==> src/rtl/rtc_pkg.sv <==
`timescale 1ns/1ps
package rtc_pkg;
  localparam int DW          = 32;
  localparam int STALE_SLOTS = 8;
  localparam int STALE_ALM   = 6;
  localparam int STALE_SEC   = 7;
  localparam int PERS_BASE   = 6;

  localparam logic [3:0] IDX_CTRL = 4'd0;
  localparam logic [3:0] IDX_STAT = 4'd1;
  localparam logic [3:0] IDX_SEC  = 4'd3;
  localparam logic [3:0] IDX_ALM  = 4'd4;
  localparam logic [3:0] IDX_WD   = 4'd5;

  localparam int CB_ALM_IE  = 0;
  localparam int CB_MS_IE   = 1;
  localparam int CB_ALM_FLG = 2;
  localparam int CB_WD_EN   = 4;
  localparam logic [DW-1:0] CTRL_MASK = 32'h0000_0017;

  typedef enum logic [1:0] {
    OP_WRITE = 2'd0,
    OP_SET   = 2'd1,
    OP_CLR   = 2'd2,
    OP_TOG   = 2'd3
  } alias_op_e;

  function automatic logic [DW-1:0] apply_op(alias_op_e op, logic [DW-1:0] cur,
                                             logic [DW-1:0] data);
    case (op)
      OP_SET:  return cur | data;
      OP_CLR:  return cur & ~data;
      OP_TOG:  return cur ^ data;
      default: return data;
    endcase
  endfunction
endpackage

==> src/rtl/rtc_rst_sync.sv <==
`timescale 1ns/1ps
module rtc_rst_sync #(
  parameter int STAGES = 2
) (
  input  logic clk,
  input  logic rst_n,
  output logic rst_n_sync
);
  logic [STAGES-1:0] sync_q;

  always_ff @(posedge clk or negedge rst_n) begin
    if (!rst_n) sync_q <= '0;
    else        sync_q <= {sync_q[STAGES-2:0], 1'b1};
  end

  assign rst_n_sync = sync_q[STAGES-1];
endmodule

==> src/rtl/rtc_shadow_seq.sv <==
`timescale 1ns/1ps
module rtc_shadow_seq #(
  parameter int SLOTS       = 8,
  parameter int COPY_CYCLES = 4
) (
  input  logic                     clk,
  input  logic                     rst_n,
  input  logic [SLOTS-1:0]         set_stale,
  output logic [SLOTS-1:0]         stale,
  output logic                     commit,
  output logic [$clog2(SLOTS)-1:0] commit_idx
);
  localparam int IW = $clog2(SLOTS);
  localparam int CW = (COPY_CYCLES > 1) ? $clog2(COPY_CYCLES) : 1;
  localparam logic [CW-1:0] CNT_LAST = CW'(COPY_CYCLES - 1);

  logic [SLOTS-1:0] stale_q, stale_d;
  logic             active_q, active_d;
  logic [IW-1:0]    idx_q, idx_d, pick;
  logic [CW-1:0]    cnt_q, cnt_d;
  logic             start, restart, done;

  always_comb begin
    pick = '0;
    for (int k = SLOTS - 1; k >= 0; k--) begin
      if (stale_q[k]) pick = IW'(k);
    end
    start   = !active_q && (|stale_q);
    restart = active_q && set_stale[idx_q];
    done    = active_q && !restart && (cnt_q == CNT_LAST);

    stale_d = stale_q | set_stale;
    if (done) stale_d[idx_q] = 1'b0;

    active_d = active_q;
    idx_d    = idx_q;
    cnt_d    = cnt_q;
    if (start) begin
      active_d = 1'b1;
      idx_d    = pick;
      cnt_d    = '0;
    end else if (done) begin
      active_d = 1'b0;
    end else if (restart) begin
      cnt_d = '0;
    end else if (active_q) begin
      cnt_d = cnt_q + CW'(1);
    end
  end

  always_ff @(posedge clk or negedge rst_n) begin
    if (!rst_n) begin
      stale_q  <= '0;
      active_q <= 1'b0;
      idx_q    <= '0;
      cnt_q    <= '0;
    end else begin
      stale_q  <= stale_d;
      active_q <= active_d;
      if (start) idx_q <= idx_d;
      if (start || active_q) cnt_q <= cnt_d;
    end
  end

  assign stale      = stale_q;
  assign commit     = done;
  assign commit_idx = idx_q;

  logic [SLOTS-1:0] below_idx;
  assign below_idx = (SLOTS'(1) << idx_q) - SLOTS'(1);

  // the running copy always belongs to a stale word
  p_active_pending_r4: assert property (@(posedge clk) disable iff (!rst_n)
    active_q |-> stale_q[idx_q]);
  // at most one stale flag clears per cycle
  p_one_clear_r4: assert property (@(posedge clk) disable iff (!rst_n)
    $countones($past(stale_q) & ~stale_q) <= 1);
  // a starting copy had no lower-numbered stale word pending
  p_lowest_first_r4: assert property (@(posedge clk) disable iff (!rst_n)
    $rose(active_q) |-> (($past(stale_q) & below_idx) == '0));
endmodule

==> src/rtl/rtc_wdog.sv <==
`timescale 1ns/1ps
module rtc_wdog #(
  parameter int W = 32
) (
  input  logic         clk,
  input  logic         rst_n,
  input  logic         enable,
  input  logic         load,
  input  logic [W-1:0] timeout,
  input  logic         tick,
  output logic         fire
);
  logic [W-1:0] cnt_q, cnt_d;
  logic         fire_q, fire_d;
  logic         armed;

  always_comb begin
    armed  = enable && (timeout != '0);
    cnt_d  = cnt_q;
    fire_d = 1'b0;
    if (load || !armed) begin
      cnt_d = timeout;
    end else if (tick) begin
      if (cnt_q <= W'(1)) begin
        fire_d = 1'b1;
        cnt_d  = timeout;
      end else begin
        cnt_d = cnt_q - W'(1);
      end
    end
  end

  always_ff @(posedge clk or negedge rst_n) begin
    if (!rst_n) begin
      cnt_q  <= '0;
      fire_q <= 1'b0;
    end else begin
      cnt_q  <= cnt_d;
      fire_q <= fire_d;
    end
  end

  assign fire = fire_q;

  // a reset pulse only follows a tick seen while enabled
  p_fire_cause_r10: assert property (@(posedge clk) disable iff (!rst_n)
    fire_q |-> ($past(tick) && $past(enable)));
endmodule

==> src/rtl/rtc_regblock.sv <==
`timescale 1ns/1ps
module rtc_regblock
  import rtc_pkg::*;
#(
  parameter int COPY_CYCLES = 4,
  parameter int NUM_PERS    = 2
) (
  input  logic          clk,
  input  logic          rst_n,
  input  logic          bus_we,
  input  logic [5:0]    bus_waddr,
  input  logic [DW-1:0] bus_wdata,
  output logic [DW-1:0] bus_rdata,
  input  logic          sec_tick,
  input  logic          ms_tick,
  input  logic          xtal_32000_in,
  input  logic          xtal_32768_in,
  output logic          alarm_irq,
  output logic          ms_irq,
  output logic          wdog_rst
);
  localparam int IW = $clog2(STALE_SLOTS);

  logic            rst_i_n;
  logic [3:0]      reg_idx;
  alias_op_e       op;
  logic            wr_ctrl, wr_sec, wr_alm, wr_wd;
  logic [NUM_PERS-1:0]         wr_pers;
  logic [DW-1:0]   ctrl_q, ctrl_d, sec_wr_q, sec_wr_d, alm_q, alm_d, wd_q, wd_d;
  logic [NUM_PERS-1:0][DW-1:0] pers_q, pers_d;
  logic [STALE_SLOTS-1:0]      set_stale, stale;
  logic            commit;
  logic [IW-1:0]   commit_idx;
  logic            commit_sec, commit_alm, commit_p0;
  logic [DW-1:0]   live_sec_q, live_sec_d, sh_alm_q;
  logic [1:0]      sh_p0_q;
  logic            match, match_q, alarm_hit;

  rtc_rst_sync #(.STAGES(2)) u_rst (
    .clk(clk), .rst_n(rst_n), .rst_n_sync(rst_i_n));

  assign reg_idx = bus_waddr[5:2];
  assign op      = alias_op_e'(bus_waddr[1:0]);

  // decode and bus-side next state
  always_comb begin
    wr_ctrl = bus_we && (reg_idx == IDX_CTRL);
    wr_sec  = bus_we && (reg_idx == IDX_SEC);
    wr_alm  = bus_we && (reg_idx == IDX_ALM);
    wr_wd   = bus_we && (reg_idx == IDX_WD);

    ctrl_d   = wr_ctrl ? (apply_op(op, ctrl_q, bus_wdata) & CTRL_MASK) : ctrl_q;
    sec_wr_d = wr_sec ? apply_op(op, sec_wr_q, bus_wdata) : sec_wr_q;
    alm_d    = wr_alm ? apply_op(op, alm_q, bus_wdata) : alm_q;
    wd_d     = wr_wd  ? apply_op(op, wd_q, bus_wdata)  : wd_q;
    if (alarm_hit) ctrl_d[CB_ALM_FLG] = 1'b1;

    for (int i = 0; i < NUM_PERS; i++) begin
      wr_pers[i] = bus_we && (reg_idx == 4'(PERS_BASE + i));
      pers_d[i]  = wr_pers[i] ? apply_op(op, pers_q[i], bus_wdata) : pers_q[i];
    end
    if (alarm_hit && sh_p0_q[0]) pers_d[0][7] = 1'b1;

    set_stale = '0;
    set_stale[NUM_PERS-1:0] = wr_pers;
    if (wr_pers[1] && pers_d[1][31]) set_stale[NUM_PERS-1:0] = '1;
    set_stale[STALE_ALM] = wr_alm;
    set_stale[STALE_SEC] = wr_sec;
  end

  always_ff @(posedge clk or negedge rst_i_n) begin
    if (!rst_i_n) begin
      ctrl_q   <= '0;
      sec_wr_q <= '0;
      alm_q    <= '0;
      wd_q     <= '0;
      pers_q   <= '0;
    end else begin
      ctrl_q <= ctrl_d;
      pers_q <= pers_d;
      if (wr_sec) sec_wr_q <= sec_wr_d;
      if (wr_alm) alm_q    <= alm_d;
      if (wr_wd)  wd_q     <= wd_d;
    end
  end

  rtc_shadow_seq #(.SLOTS(STALE_SLOTS), .COPY_CYCLES(COPY_CYCLES)) u_seq (
    .clk(clk), .rst_n(rst_i_n), .set_stale(set_stale), .stale(stale),
    .commit(commit), .commit_idx(commit_idx));

  // always-on copy domain
  always_comb begin
    commit_sec = commit && (commit_idx == IW'(STALE_SEC));
    commit_alm = commit && (commit_idx == IW'(STALE_ALM));
    commit_p0  = commit && (commit_idx == '0);
    live_sec_d = live_sec_q;
    if (commit_sec)    live_sec_d = sec_wr_q;
    else if (sec_tick) live_sec_d = live_sec_q + 32'd1;
    match     = sh_p0_q[1] && (live_sec_q == sh_alm_q);
    alarm_hit = match && !match_q;
  end

  always_ff @(posedge clk or negedge rst_i_n) begin
    if (!rst_i_n) begin
      live_sec_q <= '0;
      sh_alm_q   <= '0;
      sh_p0_q    <= '0;
      match_q    <= 1'b0;
    end else begin
      live_sec_q <= live_sec_d;
      match_q    <= match;
      if (commit_alm) sh_alm_q <= alm_q;
      if (commit_p0)  sh_p0_q  <= pers_q[0][2:1];
    end
  end

  rtc_wdog #(.W(DW)) u_wd (
    .clk(clk), .rst_n(rst_i_n), .enable(ctrl_q[CB_WD_EN]), .load(wr_wd),
    .timeout(wd_d), .tick(ms_tick), .fire(wdog_rst));

  // read mux
  always_comb begin
    bus_rdata = '0;
    case (reg_idx)
      IDX_CTRL: bus_rdata = ctrl_q;
      IDX_STAT: bus_rdata = {1'b1, 2'b00, xtal_32000_in, xtal_32768_in, 3'b000,
                             stale, 16'h0000};
      IDX_SEC:  bus_rdata = live_sec_q;
      IDX_ALM:  bus_rdata = alm_q;
      IDX_WD:   bus_rdata = wd_q;
      default: begin
        for (int i = 0; i < NUM_PERS; i++) begin
          if (reg_idx == 4'(PERS_BASE + i)) bus_rdata = pers_q[i];
        end
      end
    endcase
  end

  assign alarm_irq = ctrl_q[CB_ALM_FLG] && ctrl_q[CB_ALM_IE];
  assign ms_irq    = ms_tick && ctrl_q[CB_MS_IE];

  // seconds and alarm writes leave their stale flags set
  p_stale_sec_r3: assert property (@(posedge clk) disable iff (!rst_i_n)
    wr_sec |=> stale[STALE_SEC]);
  p_stale_alm_r3: assert property (@(posedge clk) disable iff (!rst_i_n)
    wr_alm |=> stale[STALE_ALM]);
  // live seconds hold without a tick or a completed copy
  p_sec_hold_r6: assert property (@(posedge clk) disable iff (!rst_i_n)
    (!sec_tick && !commit_sec) |=> $stable(live_sec_q));
  // the alarm flag rises only from a match or a control write
  p_flag_cause_r7: assert property (@(posedge clk) disable iff (!rst_i_n)
    $rose(ctrl_q[CB_ALM_FLG]) |-> $past(alarm_hit || wr_ctrl));
endmodule

==> config.mk <==
export PLATFORM = sky130hd
export DESIGN_NAME = rtc_regblock
export DESIGN_NICKNAME = d
export VERILOG_FILES = /design/src/rtl/rtc_pkg.sv /design/src/rtl/rtc_rst_sync.sv /design/src/rtl/rtc_shadow_seq.sv /design/src/rtl/rtc_wdog.sv /design/src/rtl/rtc_regblock.sv
export SDC_FILE = /design/constraint.sdc
export NUM_CORES = 1
export LEC_CHECK = 0
export CAP_MARGIN = 25
export CELL_PAD_IN_SITES_DETAIL_PLACEMENT = 0
export CELL_PAD_IN_SITES_GLOBAL_PLACEMENT = 1
export CORE_MARGIN = 2
export CORE_UTILIZATION = 28
export CTS_CLUSTER_DIAMETER = 50
export DETAILED_ROUTE_END_ITERATION = 8
export GPL_TIMING_DRIVEN = 0
export PLACE_DENSITY = 0.6
export SLEW_MARGIN = 10
export SYNTH_ARGS = -nofsm -noshare
export SYNTH_HDL_FRONTEND = slang
export SYNTH_HIERARCHICAL = 1
export SYNTH_SLANG_ARGS = --single-unit
==> constraint.sdc <==
create_clock -name clk -period 24.6 [get_ports clk]
set_input_delay 4.92 -clock clk [delete_from_list [all_inputs] [get_ports clk]]
set_output_delay 4.92 -clock clk [all_outputs]
set_load 0.02 [all_outputs]
==> impl_metrics.prom, run 1 <==
# TYPE chip_impl_metric gauge
chip_impl_info{name="timing.critical_path.slowest_stage_cell",value="sky130_fd_sc_hd__clkbuf_1"} 1
chip_impl_metric{name="chipHeight",unit="um"} 289
chip_impl_info{name="run_status",value="finished, final reports clean"} 1
chip_impl_metric{name="ant_nets",unit=""} 0
chip_impl_metric{name="async_flop_share",unit=""} 1.00
chip_impl_metric{name="grt_start_max_net_pins",unit=""} 55
chip_impl_metric{name="drive_gt1_frac",unit=""} 0.151
chip_impl_info{name="cts.root.buffer_cell",value="sky130_fd_sc_hd__clkbuf_16"} 1
chip_impl_metric{name="rows",unit=""} 104
chip_impl_metric{name="initialDrtViolationCount",unit=""} 2074
chip_impl_info{name="worst_setup_path_start_kind",value="input port"} 1
chip_impl_metric{name="clock_tree.htree_level_count",unit=""} 2
chip_impl_metric{name="cp_data_arrival_time",unit="ps"} 8650
chip_impl_metric{name="synthCells",unit=""} 2424
chip_impl_metric{name="number_of_sinks_handled_by_clock_tree_synthesis",unit=""} 280
chip_impl_metric{name="global_route.overflow_total",unit=""} 0
chip_impl_info{name="synth_largest_area_cell",value="sky130_fd_sc_hd__dfrtp_1"} 1
chip_impl_info{name="timing_worst_setup_path_type",value="input port to primary output"} 1
chip_impl_metric{name="drt_drc_violations_left",unit=""} 0
chip_impl_metric{name="post_dp_cell_area",unit="um^2"} 25100
chip_impl_metric{name="timing_hold_violations_final",unit=""} 0
chip_impl_info{name="yosys_most_used_dff",value="sky130_fd_sc_hd__dfrtp_1"} 1
chip_impl_metric{name="final_cell_area_excluding_filler_cells",unit="um^2"} 27100
chip_impl_metric{name="first_global_vias",unit=""} 21100
chip_impl_metric{name="max_clock_freq",unit="MHz"} 73.7
chip_impl_metric{name="num-fill-cells",unit=""} 8186
chip_impl_metric{name="finalCritPeriodShare",unit=""} 0.552
chip_impl_metric{name="cts_setup_buffers",unit=""} 0
chip_impl_metric{name="routed_wirelength",unit="um"} 99400
chip_impl_metric{name="die_w",unit="um"} 289
chip_impl_metric{name="p_leak",unit="nW"} 11.7
chip_impl_metric{name="dpl_worst_slack",unit="ps"} 11170
chip_impl_metric{name="coreArea",unit="um^2"} 80500
chip_impl_info{name="worstPathCellList",value="clkdlybuf4s50_1 -> nand2b_1 -> buf_2 -> nor2_1 -> clkbuf_1 -> a221oi_1 -> a21oi_1 -> clkdlybuf4s50_1"} 1
chip_impl_metric{name="critical_path_peak_fanout",unit=""} 10
chip_impl_metric{name="area_delta_synth_final",unit="%"} 18.7
chip_impl_metric{name="syn_area",unit="um^2"} 22800
chip_impl_metric{name="initial_core_utilization",unit=""} 0.283
chip_impl_metric{name="timing.critical_path.required",unit="ps"} 19680
chip_impl_metric{name="post_cts_hold_buffer_count",unit=""} 0
chip_impl_metric{name="power_per_cell_area",unit="nW/um^2"} 83.0
chip_impl_metric{name="cts_max_path_buffers",unit=""} 3
chip_impl_metric{name="portBuffers",unit=""} 74
chip_impl_info{name="rsz0062_at_grt",value="false"} 1
chip_impl_metric{name="synth.distinct_cells",unit=""} 86
chip_impl_metric{name="groute.usage.overall",unit=""} 0.235
chip_impl_metric{name="finalNetCount",unit=""} 2951
chip_impl_metric{name="period_needed",unit="ps"} 13570
chip_impl_metric{name="grt_antenna_before_repair",unit=""} 1
chip_impl_info{name="top_cells_by_area_synth",value="sky130_fd_sc_hd__dfrtp_1, sky130_fd_sc_hd__ha_1, sky130_fd_sc_hd__a211oi_1"} 1
chip_impl_info{name="critical-path-top-cell-by-count",value="sky130_fd_sc_hd__clkdlybuf4s50_1"} 1
chip_impl_metric{name="ys_seq_area_frac",unit=""} 0.307
chip_impl_metric{name="wl_per_cell",unit="um"} 27.0
chip_impl_info{name="hold_class",value="flip-flop to flip-flop"} 1
chip_impl_metric{name="max_cap_violations",unit=""} 0
chip_impl_metric{name="maxSlewViolCount",unit=""} 0
chip_impl_metric{name="synth_enable_flop_cells",unit=""} 0
chip_impl_metric{name="path_clk_slew",unit="ps"} 50
chip_impl_metric{name="grt_first_pass_wirelength",unit="um"} 145000
chip_impl_metric{name="vias",unit=""} 20900
chip_impl_metric{name="cp_slowest_stage_delay",unit="ps"} 770
chip_impl_metric{name="synth_top_area_share",unit=""} 0.307
chip_impl_metric{name="ir_worst_vdd",unit="mV"} 0.0532
chip_impl_metric{name="totalNegativeSetupSlack",unit="ps"} 0
chip_impl_metric{name="syn_warnings",unit=""} 6
chip_impl_info{name="cts_tree",value="yes"} 1
chip_impl_metric{name="route.detailed.vias_per_inst",unit=""} 5.69
chip_impl_metric{name="final.setup_skew",unit="ps"} 34.7
chip_impl_metric{name="timing_worst_slew_pin_value",unit="ps"} 1080
chip_impl_metric{name="detailedPlacementHpwl",unit="um"} 73100
chip_impl_metric{name="worst_slew_margin_rel",unit=""} 0.277
chip_impl_metric{name="drt_pre_antenna_iters",unit=""} 6
chip_impl_metric{name="flop_and_latch_count_out_of_synthesis",unit=""} 280
chip_impl_metric{name="cts_buffer_count",unit=""} 56
chip_impl_metric{name="clock_insertion_delay_worst_skew",unit="ps"} 630
chip_impl_metric{name="cts_repair_resize_count",unit=""} 0
chip_impl_metric{name="syn-mean-instance-area",unit="um^2"} 9.41
chip_impl_metric{name="ios",unit=""} 80
chip_impl_metric{name="gpl.final_weighted_congestion",unit=""} 0.893
chip_impl_info{name="worstSetupEndpointType",value="primary output"} 1
chip_impl_metric{name="finalSetupViolations",unit=""} 0
chip_impl_metric{name="die-area",unit="um^2"} 83800
chip_impl_metric{name="setup_slack",unit="ps"} 11030
[layer usage]
| layer | track usage | vias to the layer above | wire [um] |
|---|---|---|---|
| met5 | 0 | - | 10 |
| met4 | 0.110 | 2 | 4790 |
| met3 | 0.0361 | 213 | 6150 |
| met2 | 0.371 | 820 | 44800 |
| met1 | 0.315 | 10700 | 43600 |
| li1 | - | 9233 | - |
[Yosys cell counts (8+ instances only)]
cell	count
sky130_fd_sc_hd__a221oi_1	40
sky130_fd_sc_hd__nand4_1	22
sky130_fd_sc_hd__xnor2_1	46
sky130_fd_sc_hd__xor2_1	15
sky130_fd_sc_hd__a21oi_1	251
sky130_fd_sc_hd__o21ai_1	8
sky130_fd_sc_hd__mux2i_1	14
sky130_fd_sc_hd__ha_1	332
sky130_fd_sc_hd__a222oi_1	21
sky130_fd_sc_hd__o22a_1	9
sky130_fd_sc_hd__a211oi_1	301
sky130_fd_sc_hd__dfrtp_1	280
sky130_fd_sc_hd__clkbuf_1	112
sky130_fd_sc_hd__nor3_1	21
sky130_fd_sc_hd__o21ai_0	71
sky130_fd_sc_hd__a211oi_2	25
sky130_fd_sc_hd__mux2_2	167
sky130_fd_sc_hd__nor4_1	30
sky130_fd_sc_hd__buf_2	50
sky130_fd_sc_hd__nor2_1	70
sky130_fd_sc_hd__nand3_1	34
sky130_fd_sc_hd__nand2_1	127
sky130_fd_sc_hd__buf_1	15
sky130_fd_sc_hd__inv_1	222
[power breakdown]
part	internal [W]	leakage [nW]	total [W]	switching [W]
combinational	0.000277	7.60	0.000682	0.000405
clock	0.000514	0.954	0.000816	0.000301
sequential	0.000596	3.13	0.000750	0.000154
[area by class of cell]
cell class / instances / area, um^2 / share of cell area
multi-input cells: 1745 / 14200 / 0.525
inverters: 222 / 833 / 0.0308
diodes: 1 / 2.50 / 0.0000924
plain buffers: 184 / 802 / 0.0296
repair buffers: 85 / 946 / 0.0349
well taps: 1060 / 1330 / 0.0490
flip-flops and latches: 280 / 7010 / 0.259
clock buffers: 64 / 1460 / 0.0540
clock inverters: 38 / 479 / 0.0177
[flip-flops by register name (all words and copies together), names as in the netlist]
name / count
pers_q: 64
alm_q: 32
live_sec_q: 32
sec_wr_q: 32
sh_alm_q: 32
u_wd/cnt_q: 32
wd_q: 32
u_seq/stale: 8
ctrl_q: 4
u_seq/commit_idx: 3
sh_p0_q: 2
u_rst/sync_q: 2
u_seq/cnt_q: 2
match_q: 1
u_seq/active_q: 1
u_wd/fire: 1
[cells by family after synthesis]
family,synth area share
AOI/OAI and AO/OA,0.239
adders and majority gates,0.182
xor gates and xnor gates,0.0234
and+or+nand+nor,0.0828
DFF,0.307
muxes,0.0935
other,0.000329
buffers and inverters,0.0717
[worst max-delay path: cells and delay by family]
| family | cells | cell delay, ps |
|---|---|---|
| buffers and inverters | 4 | 2320 |
| AND/OR/NAND/NOR | 2 | 720 |
| AO/OA/AOI/OAI | 2 | 680 |
[stage by stage]
| step | instances | total power, W | hold slack (ps) | utilization |
|---|---|---|---|---|
| after global placement | 3565 | 0.00138 | 336 | 0.309 |
| after CTS | 3676 | 0.00225 | 356 | 0.336 |
| after floorplan | 2431 | 0.00115 | 331 | - |
| after global routing | 3678 | 0.00236 | 361 | 0.336 |
| after detailed placement | 3574 | 0.00142 | 345 | 0.312 |
| final | 3679 | 0.00225 | 348 | 0.336 |
[cells in the final DEF (no fill, tap or decap), types with 46 or more instances in the layout]
cell,synthesis,final
sky130_fd_sc_hd__a211oi_1,301,301
sky130_fd_sc_hd__a21oi_1,251,251
sky130_fd_sc_hd__buf_2,50,50
sky130_fd_sc_hd__clkbuf_1,112,117
sky130_fd_sc_hd__clkbuf_16,0,56
sky130_fd_sc_hd__clkdlybuf4s50_1,0,74
sky130_fd_sc_hd__dfrtp_1,280,279
sky130_fd_sc_hd__ha_1,332,332
sky130_fd_sc_hd__inv_1,222,222
sky130_fd_sc_hd__mux2_2,167,167
sky130_fd_sc_hd__nand2_1,127,127
sky130_fd_sc_hd__nor2_1,70,70
sky130_fd_sc_hd__o21ai_0,71,71
sky130_fd_sc_hd__xnor2_1,46,46
[path summary, 6_finish.rpt]
kind	start	to	slack (ps)	depth (start not counted)
min	u_rst/sync_q[0]$_DFF_PN0_	u_rst/sync_q[1]$_DFF_PN0_	350	0
min in group asynchronous	u_rst/sync_q[1]$_DFF_PN0_	u_wd/cnt_q[22]$_DFFE_PN0P_	360	0
max in group asynchronous	rst_n	u_rst/sync_q[1]$_DFF_PN0_	20000	1
min reg2reg	u_rst/sync_q[0]$_DFF_PN0_	u_rst/sync_q[1]$_DFF_PN0_	350	0
max	bus_waddr[5]	bus_rdata[14]	11030	8
max reg2reg	wd_q[30]$_DFFE_PN0P_	u_wd/cnt_q[12]$_DFFE_PN0P_	20290	12
No activity file was read; power rests on OpenSTA's default activity.
==> run 2, diff against run 1 <==
Settings changed: PLACE_DENSITY 0.6 to 0.62.
Clock period 24.6 ns to 11.83 ns, I/O delays scaled along.
==> run 2 against run 1 <==
- cell count grew 0.19%
- worst hold slack better by 16 ps
- register-to-register slack got worse by 13000 ps
==> impl_metrics.prom, run 2 (synthesis gave the netlist of run 1 again) <==
# TYPE chip_impl_metric gauge
chip_impl_metric{name="final.setup_skew",unit="ps"} 34.2
chip_impl_metric{name="path_clk_slew",unit="ps"} 40
chip_impl_info{name="worst_setup_path_start_kind",value="input port"} 1
chip_impl_metric{name="p_leak",unit="nW"} 11.7
chip_impl_info{name="worstPathCellList",value="clkdlybuf4s50_1 -> nand2b_1 -> buf_2 -> nor3_4 -> clkbuf_1 -> a222oi_1 -> a21oi_1 -> clkdlybuf4s50_1"} 1
chip_impl_metric{name="final_util",unit=""} 0.337
chip_impl_metric{name="grt_use_met2",unit=""} 0.363
chip_impl_metric{name="final.hold.worst_slack",unit="ps"} 365
chip_impl_info{name="timing_worst_setup_path_type",value="input port to primary output"} 1
chip_impl_metric{name="max_clock_freq",unit="MHz"} 117
chip_impl_metric{name="route.detailed.vias_per_inst",unit=""} 5.72
chip_impl_metric{name="worst_slew_margin_rel",unit=""} 0.256
chip_impl_info{name="run_status",value="finished, final reports clean"} 1
chip_impl_info{name="hold_class",value="flip-flop to flip-flop"} 1
chip_impl_metric{name="first_global_vias",unit=""} 21600
chip_impl_metric{name="area_delta_synth_final",unit="%"} 18.9
chip_impl_info{name="timing.rr.start",value="pers_q[63]$_DFF_PN0_"} 1
chip_impl_metric{name="gpl.final_weighted_congestion",unit=""} 0.890
chip_impl_metric{name="grt.met1_usage",unit=""} 0.316
chip_impl_metric{name="power_frac_clock",unit=""} 0.366
chip_impl_metric{name="rows",unit=""} 104
chip_impl_metric{name="chipHeight",unit="um"} 289
chip_impl_info{name="layout_common_cells",value="sky130_fd_sc_hd__ha_1, sky130_fd_sc_hd__a211oi_1, sky130_fd_sc_hd__dfrtp_1"} 1
chip_impl_info{name="cts_tree",value="yes"} 1
chip_impl_metric{name="cts_max_path_buffers",unit=""} 3
chip_impl_metric{name="global_route.overflow_total",unit=""} 0
chip_impl_metric{name="critical_path_peak_fanout",unit=""} 10
chip_impl_metric{name="largest_register_ffs",unit=""} 64
chip_impl_metric{name="die_w",unit="um"} 289
chip_impl_metric{name="cp_slowest_stage_delay",unit="ps"} 820
chip_impl_metric{name="drt_drc_violations_left",unit=""} 0
chip_impl_metric{name="seqPwrFrac",unit=""} 0.332
chip_impl_metric{name="finalCritPeriodShare",unit=""} 0.722
chip_impl_metric{name="clock_tree.htree_level_count",unit=""} 2
chip_impl_metric{name="setup.reg_to_reg.worst_slack",unit="ps"} 7240
chip_impl_metric{name="power_switching",unit="W"} 0.00181
chip_impl_metric{name="drive_gt1_frac",unit=""} 0.154
chip_impl_metric{name="initialDrtViolationCount",unit=""} 2040
chip_impl_metric{name="timing.critical_path.required",unit="ps"} 9460
chip_impl_metric{name="number_of_sinks_handled_by_clock_tree_synthesis",unit=""} 280
chip_impl_metric{name="ir_worst_vdd",unit="mV"} 0.103
chip_impl_metric{name="timing.hold.worst_path_depth",unit=""} 0
chip_impl_metric{name="detailedPlacementHpwl",unit="um"} 72600
chip_impl_metric{name="grt_antenna_before_repair",unit=""} 1
chip_impl_metric{name="cts_buffer_count",unit=""} 59
chip_impl_info{name="worstHoldEndpoint",value="u_rst/sync_q[1]$_DFF_PN0_"} 1
chip_impl_metric{name="die-area",unit="um^2"} 83800
chip_impl_info{name="rr_endpoint",value="live_sec_q[5]$_DFFE_PN0P_"} 1
chip_impl_metric{name="cts_repair_resize_count",unit=""} 0
chip_impl_metric{name="power_per_cell_area",unit="nW/um^2"} 173
chip_impl_metric{name="ios",unit=""} 80
chip_impl_metric{name="grt.met3_usage",unit=""} 0.0413
chip_impl_metric{name="timing_worst_slew_pin_value",unit="ps"} 1120
chip_impl_metric{name="portBuffers",unit=""} 74
chip_impl_metric{name="routed_wirelength",unit="um"} 99700
chip_impl_metric{name="initial_core_utilization",unit=""} 0.283
chip_impl_info{name="cts.root.buffer_cell",value="sky130_fd_sc_hd__clkbuf_16"} 1
chip_impl_metric{name="post_cts_hold_buffer_count",unit=""} 0
chip_impl_metric{name="period_needed",unit="ps"} 8550
chip_impl_metric{name="drt_pre_antenna_iters",unit=""} 6
chip_impl_metric{name="cts_setup_buffers",unit=""} 0
chip_impl_metric{name="maxSlewViolCount",unit=""} 0
chip_impl_metric{name="wl_per_cell",unit="um"} 27.0
chip_impl_metric{name="clock_insertion_delay_worst_skew",unit="ps"} 640
chip_impl_metric{name="groute.usage.overall",unit=""} 0.236
chip_impl_metric{name="timing_hold_violations_final",unit=""} 0
chip_impl_metric{name="coreArea",unit="um^2"} 80500
chip_impl_info{name="top_register",value="pers_q"} 1
chip_impl_metric{name="cp_data_arrival_time",unit="ps"} 6180
chip_impl_info{name="critical-path-top-cell-by-count",value="sky130_fd_sc_hd__clkdlybuf4s50_1"} 1
chip_impl_info{name="rsz0062_at_grt",value="false"} 1
chip_impl_info{name="timing.critical_path.slowest_stage_cell",value="sky130_fd_sc_hd__clkbuf_1"} 1
chip_impl_metric{name="grt_start_max_net_pins",unit=""} 56
chip_impl_metric{name="max_cap_violations",unit=""} 0
chip_impl_info{name="globalRoute.busiestLayer",value="met2"} 1
chip_impl_info{name="layout.cells.most_common",value="sky130_fd_sc_hd__ha_1"} 1
chip_impl_metric{name="power_internal",unit="W"} 0.00288
chip_impl_metric{name="swShare",unit=""} 0.387
chip_impl_metric{name="finalSetupViolations",unit=""} 0
chip_impl_metric{name="rr_worst_depth",unit=""} 13
chip_impl_metric{name="ant_nets",unit=""} 0
chip_impl_metric{name="finalNetCount",unit=""} 2953
chip_impl_info{name="min_from",value="u_rst/sync_q[0]$_DFF_PN0_"} 1
chip_impl_metric{name="vias",unit=""} 21100
chip_impl_info{name="worstSetupEndpointType",value="primary output"} 1
chip_impl_metric{name="grt_first_pass_wirelength",unit="um"} 146000
chip_impl_metric{name="pwr-share-comb",unit=""} 0.302
[run 2: cell count changes in the layout (fill, tap and decap cells not counted), moves of 3 or more]
cell                         change
sky130_fd_sc_hd__clkbuf_1        -3
sky130_fd_sc_hd__inv_6           +6
sky130_fd_sc_hd__clkbuf_8        +3
sky130_fd_sc_hd__bufinv_16       -4
sky130_fd_sc_hd__clkbuf_16       +4
sky130_fd_sc_hd__clkinvlp_4      +4
[run 2: final cells by class]
class | instances | area [um^2]
antenna | 1 | 2.50
inverter | 222 | 833
clock buffer | 68 | 1590
fill | 8134 | 53400
buffer | 184 | 802
timing repair buffer | 84 | 946
sequential | 280 | 7010
tap | 1060 | 1330
multi-input combinational | 1745 | 14200
clock inverter | 42 | 412
[run 2: worst max-delay path, delay by kind of cell]
kind            cells  cell delay, ps
compound gates      2             690
simple gates        2             760
buf+inv             4            2350
[run 2: per-stage QoR]
step / instance area [um^2] / power, W / cells / setup WS, ps / TNS, ps
final: 27100 / 0.00469 / 3686 / 3280 / 0
after global routing: 27100 / 0.00494 / 3685 / 3260 / 0
after CTS: 27100 / 0.00469 / 3683 / 3400 / 0
after detailed placement: 25100 / 0.00295 / 3573 / 3430 / 0
after global placement: 24900 / 0.00286 / 3565 / -1770 / -482530
after floorplan: 22800 / 0.00240 / 2431 / 3450 / 0
[run 2: metal layers]
| layer | up-vias | wire [um] |
|---|---|---|
| met4 | 0 | 5210 |
| met2 | 963 | 44000 |
| met1 | 10600 | 43100 |
| met5 | - | 0 |
| met3 | 231 | 7280 |
| li1 | 9267 | - |
[run 2: power groups by stage]
stage / clock network (W) / registers [W] / logic [W]
2_1_floorplan: 0 / 0.00146 / 0.000938
3_3_place_gp: 0 / 0.00156 / 0.00130
3_5_place_dp: 0 / 0.00156 / 0.00139
4_1_cts: 0.00174 / 0.00154 / 0.00140
5_1_grt: 0.00179 / 0.00159 / 0.00157
6_report: 0.00172 / 0.00156 / 0.00142
[run 2: worst max-delay path by stage]
| stage | endpoint | slack (ps) | depth (start not counted) | from |
|---|---|---|---|---|
| after floorplan | alm_q[0]$_DFFE_PN0P_ | 3450 | 0 | u_rst/sync_q[1]$_DFF_PN0_ |
| after global placement | pers_q[33]$_DFFE_PN0N_ | -1770 | 0 | u_rst/sync_q[1]$_DFF_PN0_ |
| after detailed placement | bus_rdata[14] | 3430 | 8 | bus_waddr[5] |
| after CTS | bus_rdata[14] | 3400 | 8 | bus_waddr[5] |
| after global routing | bus_rdata[14] | 3260 | 8 | bus_waddr[5] |
| final | bus_rdata[14] | 3280 | 8 | bus_waddr[5] |
